===== src/rtl/msix_pkg.sv =====
package msix_pkg;
  // Region select taken from word-address bits [10:9]
  localparam logic [1:0] RGN_TABLE = 2'b10;
  localparam logic [1:0] RGN_PBA   = 2'b11;
  // Vector that two status sources share
  localparam int unsigned SHARED_VEC = 2;

  typedef struct packed {
    logic [31:0] addr_lo;
    logic [31:0] addr_hi;
    logic [31:0] data;
    logic        mask;
  } vec_entry_t;
endpackage


===== src/rtl/msix_table.sv =====
module msix_table
  import msix_pkg::*;
#(
  parameter int unsigned NUM_VEC = 8
) (
  input  logic                     clk,
  input  logic                     rst_n,
  input  logic                     wr_en,
  input  logic [10:0]              waddr,
  input  logic [31:0]              wdata,
  input  logic [NUM_VEC-1:0]       pend,
  output logic [31:0]              rdata,
  output logic [NUM_VEC-1:0][63:0] vec_addr,
  output logic [NUM_VEC-1:0][31:0] vec_data,
  output logic [NUM_VEC-1:0]       vec_mask
);
  logic [1:0] region;
  logic [6:0] eidx;
  logic [1:0] word;
  assign region = waddr[10:9];
  assign eidx   = waddr[8:2];
  assign word   = waddr[1:0];

  vec_entry_t ent_q [NUM_VEC];

  for (genvar g = 0; g < NUM_VEC; g++) begin : g_ent
    logic       sel;
    vec_entry_t ent_d;
    assign sel = wr_en && (region == RGN_TABLE) && (eidx == 7'(g));

    always_comb begin
      ent_d = ent_q[g];
      case (word)
        2'd0:    ent_d.addr_lo = wdata;
        2'd1:    ent_d.addr_hi = wdata;
        2'd2:    ent_d.data    = wdata;
        default: ent_d.mask    = wdata[0];
      endcase
    end

    always_ff @(posedge clk or negedge rst_n) begin
      if (!rst_n) begin
        ent_q[g].addr_lo <= '0;
        ent_q[g].addr_hi <= '0;
        ent_q[g].data    <= '0;
        ent_q[g].mask    <= 1'b1;
      end else if (sel) begin
        ent_q[g] <= ent_d;
      end
    end

    assign vec_addr[g] = {ent_q[g].addr_hi, ent_q[g].addr_lo};
    assign vec_data[g] = ent_q[g].data;
    assign vec_mask[g] = ent_q[g].mask;
  end

  always_comb begin
    rdata = '0;
    if (region == RGN_TABLE) begin
      for (int i = 0; i < NUM_VEC; i++) begin
        if (eidx == 7'(i)) begin
          case (word)
            2'd0:    rdata = ent_q[i].addr_lo;
            2'd1:    rdata = ent_q[i].addr_hi;
            2'd2:    rdata = ent_q[i].data;
            default: rdata = {31'b0, ent_q[i].mask};
          endcase
        end
      end
    end else if (region == RGN_PBA && waddr[8:0] == 9'd0) begin
      rdata = 32'(pend);
    end
  end
endmodule


===== src/rtl/msix_vec_ctl.sv =====
module msix_vec_ctl
  import msix_pkg::*;
#(
  parameter int unsigned NUM_VEC = 8
) (
  input  logic               clk,
  input  logic               rst_n,
  input  logic [NUM_VEC:0]   src,       // [NUM_VEC] is the shared second source
  input  logic               msix_en,
  input  logic               func_mask,
  input  logic [NUM_VEC-1:0] vec_mask,
  input  logic [NUM_VEC-1:0] grant,
  input  logic [NUM_VEC-1:0] inflight,
  output logic [NUM_VEC-1:0] pend,
  output logic [NUM_VEC-1:0] req
);
  logic [NUM_VEC:0]   src_q;
  logic [NUM_VEC:0]   rise;
  logic [NUM_VEC-1:0] pend_q, pend_d, req_q, req_d;

  assign rise = src & ~src_q;

  for (genvar g = 0; g < NUM_VEC; g++) begin : g_vec
    logic ev, blocked, busy;
    if (g == SHARED_VEC) begin : g_shared
      assign ev = rise[g] | rise[NUM_VEC];
    end else begin : g_plain
      assign ev = rise[g];
    end
    assign blocked = vec_mask[g] | func_mask;
    assign busy    = req_q[g] | pend_q[g] | inflight[g];

    always_comb begin
      pend_d[g] = pend_q[g];
      req_d[g]  = req_q[g] & ~grant[g];
      if (msix_en) begin
        if (ev && !busy) begin
          if (blocked) pend_d[g] = 1'b1;
          else         req_d[g]  = 1'b1;
        end else if (pend_q[g] && !blocked) begin
          pend_d[g] = 1'b0;
          req_d[g]  = 1'b1;
        end
      end
    end
  end

  always_ff @(posedge clk or negedge rst_n) begin
    if (!rst_n) begin
      src_q  <= '0;
      pend_q <= '0;
      req_q  <= '0;
    end else begin
      src_q  <= src;
      pend_q <= pend_d;
      req_q  <= req_d;
    end
  end

  assign pend = pend_q;
  assign req  = req_q;
endmodule


===== src/rtl/msix_arb_out.sv =====
module msix_arb_out #(
  parameter int unsigned NUM_VEC = 8
) (
  input  logic                     clk,
  input  logic                     rst_n,
  input  logic [NUM_VEC-1:0]       req,
  input  logic [NUM_VEC-1:0][63:0] vec_addr,
  input  logic [NUM_VEC-1:0][31:0] vec_data,
  input  logic                     wr_ready,
  output logic [NUM_VEC-1:0]       grant,
  output logic [NUM_VEC-1:0]       inflight,
  output logic                     wr_valid,
  output logic [63:0]              wr_addr,
  output logic [31:0]              wr_data
);
  localparam logic [NUM_VEC-1:0] ONE = 1;

  logic               busy_q, busy_d, launch;
  logic [NUM_VEC-1:0] infl_q, infl_d;
  logic [63:0]        addr_q, addr_sel;
  logic [31:0]        data_q, data_sel;

  // Lowest set request bit, only while the output stage is free
  assign grant  = busy_q ? '0 : (req & (~req + ONE));
  assign launch = |grant;

  always_comb begin
    addr_sel = '0;
    data_sel = '0;
    for (int i = 0; i < NUM_VEC; i++) begin
      if (grant[i]) begin
        addr_sel = addr_sel | vec_addr[i];
        data_sel = data_sel | vec_data[i];
      end
    end
  end

  always_comb begin
    busy_d = busy_q;
    infl_d = infl_q;
    if (busy_q && wr_ready) begin
      busy_d = 1'b0;
      infl_d = '0;
    end
    if (launch) begin
      busy_d = 1'b1;
      infl_d = grant;
    end
  end

  always_ff @(posedge clk or negedge rst_n) begin
    if (!rst_n) begin
      busy_q <= 1'b0;
      infl_q <= '0;
    end else begin
      busy_q <= busy_d;
      infl_q <= infl_d;
    end
  end

  always_ff @(posedge clk or negedge rst_n) begin
    if (!rst_n) begin
      addr_q <= '0;
      data_q <= '0;
    end else if (launch) begin
      addr_q <= addr_sel;
      data_q <= data_sel;
    end
  end

  assign inflight = infl_q;
  assign wr_valid = busy_q;
  assign wr_addr  = addr_q;
  assign wr_data  = data_q;
endmodule


===== src/rtl/msix_msg_gen.sv =====
module msix_msg_gen #(
  parameter int unsigned NUM_VEC = 8
) (
  input  logic        clk,
  input  logic        rst_n,
  input  logic        reg_req,
  input  logic        reg_we,
  input  logic [10:0] reg_waddr,
  input  logic [31:0] reg_wdata,
  output logic [31:0] reg_rdata,
  input  logic        msix_en,
  input  logic        func_mask,
  input  logic [31:0] irq_status,
  input  logic [31:0] irq_mask,
  output logic        wr_valid,
  input  logic        wr_ready,
  output logic [63:0] wr_addr,
  output logic [31:0] wr_data,
  output logic        intx_n
);
  localparam int unsigned SHARED_BIT = 31;

  // Reset: asserted asynchronously, released on a clock edge
  logic [1:0] rst_sync;
  logic       rst_int_n;
  always_ff @(posedge clk or negedge rst_n) begin
    if (!rst_n) rst_sync <= 2'b00;
    else        rst_sync <= {rst_sync[0], 1'b1};
  end
  assign rst_int_n = rst_sync[1];

  logic [NUM_VEC-1:0]       pba_bits, req_bits, grant, inflight, vec_mask;
  logic [NUM_VEC-1:0][63:0] vec_addr;
  logic [NUM_VEC-1:0][31:0] vec_data;
  logic [NUM_VEC:0]         src;

  assign src = {irq_status[SHARED_BIT], irq_status[NUM_VEC-1:0]};

  msix_table #(.NUM_VEC(NUM_VEC)) u_table (
    .clk      (clk),
    .rst_n    (rst_int_n),
    .wr_en    (reg_req & reg_we),
    .waddr    (reg_waddr),
    .wdata    (reg_wdata),
    .pend     (pba_bits),
    .rdata    (reg_rdata),
    .vec_addr (vec_addr),
    .vec_data (vec_data),
    .vec_mask (vec_mask)
  );

  msix_vec_ctl #(.NUM_VEC(NUM_VEC)) u_vec (
    .clk       (clk),
    .rst_n     (rst_int_n),
    .src       (src),
    .msix_en   (msix_en),
    .func_mask (func_mask),
    .vec_mask  (vec_mask),
    .grant     (grant),
    .inflight  (inflight),
    .pend      (pba_bits),
    .req       (req_bits)
  );

  msix_arb_out #(.NUM_VEC(NUM_VEC)) u_arb (
    .clk      (clk),
    .rst_n    (rst_int_n),
    .req      (req_bits),
    .vec_addr (vec_addr),
    .vec_data (vec_data),
    .wr_ready (wr_ready),
    .grant    (grant),
    .inflight (inflight),
    .wr_valid (wr_valid),
    .wr_addr  (wr_addr),
    .wr_data  (wr_data)
  );

  // Legacy level interrupt, silenced while message signalling is on
  assign intx_n = ~(~msix_en & (|(irq_status & ~irq_mask)));
endmodule


===== config.mk =====
export PLATFORM = sky130hd
export DESIGN_NAME = msix_msg_gen
export DESIGN_NICKNAME = d
export VERILOG_FILES = /design/src/rtl/msix_pkg.sv /design/src/rtl/msix_table.sv /design/src/rtl/msix_vec_ctl.sv /design/src/rtl/msix_arb_out.sv /design/src/rtl/msix_msg_gen.sv
export SDC_FILE = /design/constraint.sdc
export NUM_CORES = 2
export LEC_CHECK = 0
export ABC_CLOCK_PERIOD_IN_PS = 59000
export CAP_MARGIN = 10
export CORE_ASPECT_RATIO = 1.4
export CORE_MARGIN = 2
export CORE_UTILIZATION = 61
export CTS_CLUSTER_DIAMETER = 80
export CTS_CLUSTER_SIZE = 16
export DETAILED_ROUTE_END_ITERATION = 10
export GPL_TIMING_DRIVEN = 0
export MAX_ROUTING_LAYER = met4
export PLACE_DENSITY_LB_ADDON = 0.05
export RECOVER_POWER = 25
export SLEW_MARGIN = 20
export SYNTH_ARGS = -nofsm -noshare
export SYNTH_HDL_FRONTEND = slang
export SYNTH_SLANG_ARGS = --single-unit
export TNS_END_PERCENT = 100

===== constraint.sdc =====
create_clock -name clk -period 59 [get_ports clk]
set_input_delay 11.8 -clock clk [delete_from_list [all_inputs] [get_ports clk]]
set_output_delay 11.8 -clock clk [all_outputs]
set_load 0.03 [all_outputs]

# Word level (Yosys, flattened, before mapping)
# Index checks and enable logic that the tools add are counted.
# word_totals
regBits	908
latch_bits	0
mem_bits_rw	0
romBits	0
in_bits	114
out_inout_bits	130
word_cells	326
mem_count	0
# classes
n_addsub	1
n_mul	0
n_div	0
magnitude_cmp	0
n_eq_ne	19
shifts	0
muxes	95
bitwise_logic	66
reduce_logical	98
# op_table
operator	n
$pmux W32 S3	8
$mux W32	17
$mux W64	8
$or A64 B64 Y64	7
$or A32 B32 Y32	7
$reduce_and A2 Y1	32
$mux W1	58
$and A32 B32 Y32	1
$mux W8	4
$not A32 Y32	1
$reduce_or A32 Y1	1
$eq A7 B3 Y1 const B	4
$logic_and A1 B1 Y1	27
$or A1 B1 Y1	25
$reduce_and A3 Y1	8
$reduce_bool A2 Y1	9
$logic_not A1 Y1	16
$ne A2 B1 Y1 const B	8
$eq A7 B2 Y1 const B	2
$not A1 Y1	11
$and A1 B1 Y1	10
$and A9 B9 Y9	1
$logic_not A9 Y1	1
$not A9 Y9	1
other kinds (10)	12

# Logic depth before layout (Yosys ltp)
# depth
depth_word	19
ltp_mapped	10

# Cells and area by module
# Synthesis repeated with hierarchy kept, for this count alone.
# unflattened
cells_unflattened	3960
hier_area_um2	46933.8
# by_module_without_submodules
module	n_inst	cells_per_inst	area_per_inst_um2	seq_area_each_um2
msix_table	1	2811	36591.3	19428.6
msix_arb_out	1	1011	8976.1	2627.5
msix_vec_ctl	1	81	1051.0	625.6
msix_msg_gen	1	57	315.3	50.0

# Worst setup path after synthesis
# OpenSTA, ideal clock, no wires.
# synth_timing
kind	in2out
start	input port reg_waddr[0]
end	output port reg_rdata[1]
arrival_time_ns	14.390
required_ns	47.200
slack_ns	32.810
cell_stages	7
n_path_buf	4
path_cell_list	clkbuf_1 inv_1 clkbuf_1 clkbuf_1 clkbuf_1 a221oi_1 o311ai_0
# synth_between
elab_chain_len	11
elab_cells_between_ends	23
# synth_lines
element	line_no	rtl
start, declared	msix_msg_gen.sv:8	input logic [10:0] reg_waddr,
$eq A2 B2 Y1 (tied with other cells)	msix_table.sv:62	case (word)
$pmux W32 S3	msix_table.sv:62	
$mux W32 (8 in series)	msix_table.sv:61	if (eidx == 7'(i)) begin
$mux W32 (*)	msix_table.sv:59	if (region == RGN_TABLE) begin
end, declared	msix_msg_gen.sv:10	output logic [31:0] reg_rdata,
# Every way passes the cells marked *; elsewhere a longest branch is shown, timed or not.

# Worst setup path after layout
# Same ends and word-level chain as after synthesis.

==> results.yml <==
placement:
  place_congestion: 1.09
  place.detailed.hpwl_um: 146000
  buffer_ports.inserted: 241
  setup_slack_after_placement_ns: 30.18
sta:
  post-route-period-util: 0.495
  layout_setup_ws_ns: 29.82
  grt_setup_unrepaired: "no"
  final.setup.tns_ns: 0
  fin_worst_hold_slack_ns: 0.399
  finClkSkew_ns: 0.0275
  period_needed_ns: 29.18
  maxSlewViolCount: 551
  fmax_mhz: 34.3
  tightestPinTransition_ns: 3.25
  setup-violations-final: 0
  slew-limit-headroom: -1.16
  finalHoldViolCount: 0
die:
  floorplan.die_area_mm2: 0.0756
  floorplan.rows: 117
  initial_utilization: 0.616
  core_region_area_mm2: 0.0728
  num_io_pins: 244
  die_height_um: 325
  die_width_um: 233
clocking:
  number_of_clock_sinks_seen_by_cts: 908
  cts_clock_pin_slew_for_the_worst_setup_and_hold_paths_ns: 0.06
  cts-root-buf: "sky130_fd_sc_hd__clkbuf_16"
  cts_tree: "built"
  numCtsBuffers: 67
  htreeDepth: 3
  cts.path.max_buffers: 3
  cts.repair.resized: 0
  worstSkewPairLatency_ns: 0.67
  cts.repair_timing.setup_buffer_count: 0
  post_cts_hold_buffer_count: 0
worst_setup_path:
  element_type_at_the_critical_path_start: "input port"
  startpoint: "reg_waddr[0]"
  worst-r2r-cell-count: 3
  critical_path.reg2reg.endpoint: "u_table.vec_addr[172]$_DFFE_PN0P_"
  sort_of_element_at_the_end_of_the_critical_path: "output port"
  rr_startpoint: "rst_sync[1]$_DFF_PN0_"
  crit_required_ns: 47.20
  arrival_ns: 17.38
  path_class: "in2out"
  r2r_slack_ns: 51.34
  crit_end: "reg_rdata[1]"
  path_max_fanout: 10
global_routing:
  maximum_number_of_pins_on_one_net_before_global_route_repair: 61
  first_global_vias: 39314
  antenna_found_initial: 15
  grt_pass1_wl_um: 296000
  global_route.usage.total: 0.586
  grt.overflow.total: 0
route:
  drt-pass1-iter-count: 10
  vias: 39729
  vias_per_cell: 7.95
  drc_violation_total_after_the_first_tritonroute_iteration: 7757
  route.final.wire_length_um: 215000
  drc: 0
  drt.antenna.violating_nets: 0
  wl_per_cell_um: 43.1
finish:
  regArea_mm2: 0.0227
  fillcell_total: 5423
  total_nets_final: 4123
  finalCoreUtilization: 0.697
  area_growth_pct: 13.3
  leading_cell_type_in_the_layout_fill_and_taps_excluded: "sky130_fd_sc_hd__dfrtp_1"
  final_layout_size_suffix_gt1_frac: 0.284
  layout_common_cells: "sky130_fd_sc_hd__dfrtp_1 (900), sky130_fd_sc_hd__mux2_2 (876), sky130_fd_sc_hd__a22oi_1 (281)"
  multiInputGateArea_mm2: 0.0201
run:
  max_cap_viol_count: 12
worst_hold_path:
  timing.hold.worst.class: "reg2reg"
  worstHoldPathCells: 0
synth:
  mapped_nets: 3787
  ys_dominant_reg_cell: "sky130_fd_sc_hd__dfrtp_1"
  synth_largest_type_area_fraction: 0.503
  synth_top_family_by_area: "multiplexers"
  yosys_register_bits: 908
  synth-simple-area-share: 0.0361
  synth.cell_area_mm2: 0.0448
  yosys_warnings: 0
  synth-edff-count: 0
  post-synth-top-area-cell: "sky130_fd_sc_hd__dfrtp_1"
  synth_cells: 3673
  post_synth_mux_area_share: 0.261
  synth_xor_area_frac: 0
  synth-seq-area-share: 0.507
  synth_cell_type_count: 63
  leading_post_synthesis_cells_by_cell_area: "sky130_fd_sc_hd__dfrtp_1 (50%), sky130_fd_sc_hd__mux2_2 (22%), sky130_fd_sc_hd__a22oi_1 (4.7%), sky130_fd_sc_hd__mux2i_1 (2.7%), sky130_fd_sc_hd__a221oi_1 (2.4%)"
  synth.avg_cell_area_um2: 12.2
  ys_async_sr_fraction: 1.00
  synth_compound_area_frac: 0.150
  synth_fa_ha_area_frac: 0
power:
  peakVddDrop_mv: 0.0269
  fin_total_pwr_mw: 1.34
  powerDensity_mw_per_mm2: 26.4
  leakagePower_nw: 24.3
status:
  failed_checks: "max-capacitance violations, max-slew violations"
  status: "finished, violations left"
==> routing by layer <==
layer  track usage  share of wire  vias up
met4         0.526           0.12        0
met2         0.782           0.41     4033
met3         0.269           0.15     1472
li1              -              -    14638
met1         0.647           0.32    19586
met5             -              0        -
==> per-stage QoR <==
step	area, um^2	std cells
floorplan	44800	3673
detailed placement	49000	4890
finish	50700	4998
global placement	48400	4866
global route	50700	4992
CTS	50900	4973
==> worst min path at each step <==
stage | start | endpoint
floorplan | rst_sync[0]$_DFF_PN0_ | rst_sync[1]$_DFF_PN0_
global placement | rst_sync[0]$_DFF_PN0_ | rst_sync[1]$_DFF_PN0_
detailed placement | rst_sync[0]$_DFF_PN0_ | rst_sync[1]$_DFF_PN0_
CTS | rst_sync[1]$_DFF_PN0_ | u_table.vec_data[56]$_DFFE_PN0P_
global route | rst_sync[0]$_DFF_PN0_ | rst_sync[1]$_DFF_PN0_
finish | rst_sync[0]$_DFF_PN0_ | rst_sync[1]$_DFF_PN0_
==> report_power, final <==
part           internal (mW)  switching (mW)
clock                  0.212           0.237
sequential             0.632          0.0105
combinational         0.0409           0.208
==> cell families (layout without fill, tap and decap cells) <==
family                 after synthesis  count (layout)
multiplexers                      1034            1034
buffers and inverters              507             857
AND/OR/NAND/NOR                    332             332
AO/OA/AOI/OAI                      891             891
other                                1              24
flip-flops                         908             908
==> synthesized netlist by cell type (4+ instances only) <==
library cell,number
sky130_fd_sc_hd__a211o_1,7
sky130_fd_sc_hd__a21o_1,9
sky130_fd_sc_hd__mux4_2,8
sky130_fd_sc_hd__o2bb2ai_1,19
sky130_fd_sc_hd__nor4_1,6
sky130_fd_sc_hd__a222oi_1,96
sky130_fd_sc_hd__buf_1,61
sky130_fd_sc_hd__and3_1,4
sky130_fd_sc_hd__a22oi_1,281
sky130_fd_sc_hd__a221oi_1,123
sky130_fd_sc_hd__a211oi_1,7
sky130_fd_sc_hd__a311oi_1,8
sky130_fd_sc_hd__o31ai_1,15
sky130_fd_sc_hd__dfstp_2,8
sky130_fd_sc_hd__nand2_1,75
sky130_fd_sc_hd__o22ai_1,65
sky130_fd_sc_hd__nor2b_1,7
sky130_fd_sc_hd__a32oi_1,8
sky130_fd_sc_hd__a21oi_1,67
sky130_fd_sc_hd__nor4b_1,6
sky130_fd_sc_hd__dfrtp_1,900
sky130_fd_sc_hd__nor2_1,64
sky130_fd_sc_hd__nor3b_1,6
sky130_fd_sc_hd__a22o_1,15
sky130_fd_sc_hd__nand3_1,112
sky130_fd_sc_hd__nor3_1,27
sky130_fd_sc_hd__clkbuf_1,273
sky130_fd_sc_hd__mux2i_1,119
sky130_fd_sc_hd__o311ai_0,7
sky130_fd_sc_hd__buf_2,33
sky130_fd_sc_hd__mux2_2,876
sky130_fd_sc_hd__o211ai_1,8
sky130_fd_sc_hd__or3_1,4
sky130_fd_sc_hd__inv_1,135
sky130_fd_sc_hd__nand2b_1,5
sky130_fd_sc_hd__a221o_1,25
sky130_fd_sc_hd__mux2_4,30
sky130_fd_sc_hd__o21ai_0,106
sky130_fd_sc_hd__o2111ai_1,13
==> state kept, by name (all words and copies together), names as in the netlist <==
name	flops
u_table.vec_addr	512
u_table.vec_data	256
u_arb.wr_addr	64
u_arb.wr_data	32
u_vec.src_q	9
u_arb.inflight	8
u_table.vec_mask	8
u_vec.pend	8
u_vec.req	8
rst_sync	2
u_arb.wr_valid	1
==> worst max-delay path: stages <==
cell and delay (ns):
sky130_fd_sc_hd__clkdlybuf4s50_1 0.51, sky130_fd_sc_hd__clkbuf_1 0.53, sky130_fd_sc_hd__inv_1 0.31, sky130_fd_sc_hd__clkbuf_1 0.63, sky130_fd_sc_hd__clkbuf_1 0.75, sky130_fd_sc_hd__clkbuf_2 0.77
sky130_fd_sc_hd__a221oi_1 0.16, sky130_fd_sc_hd__o311ai_0 1.04, sky130_fd_sc_hd__clkdlybuf4s50_1 0.86
==> final cells by class <==
| class | instances | share of cell area |
|---|---|---|
| flip-flops and latches | 908 | 0.448 |
| multi-input cells | 2258 | 0.397 |
| repair buffers | 267 | 0.0534 |
| clock buffers | 75 | 0.0345 |
| plain buffers | 372 | 0.0313 |
| well taps | 952 | 0.0235 |
| inverters | 135 | 0.00999 |
| clock inverters | 8 | 0.00158 |
| diodes | 23 | 0.00113 |
No activity file was read; power rests on OpenSTA's default activity.
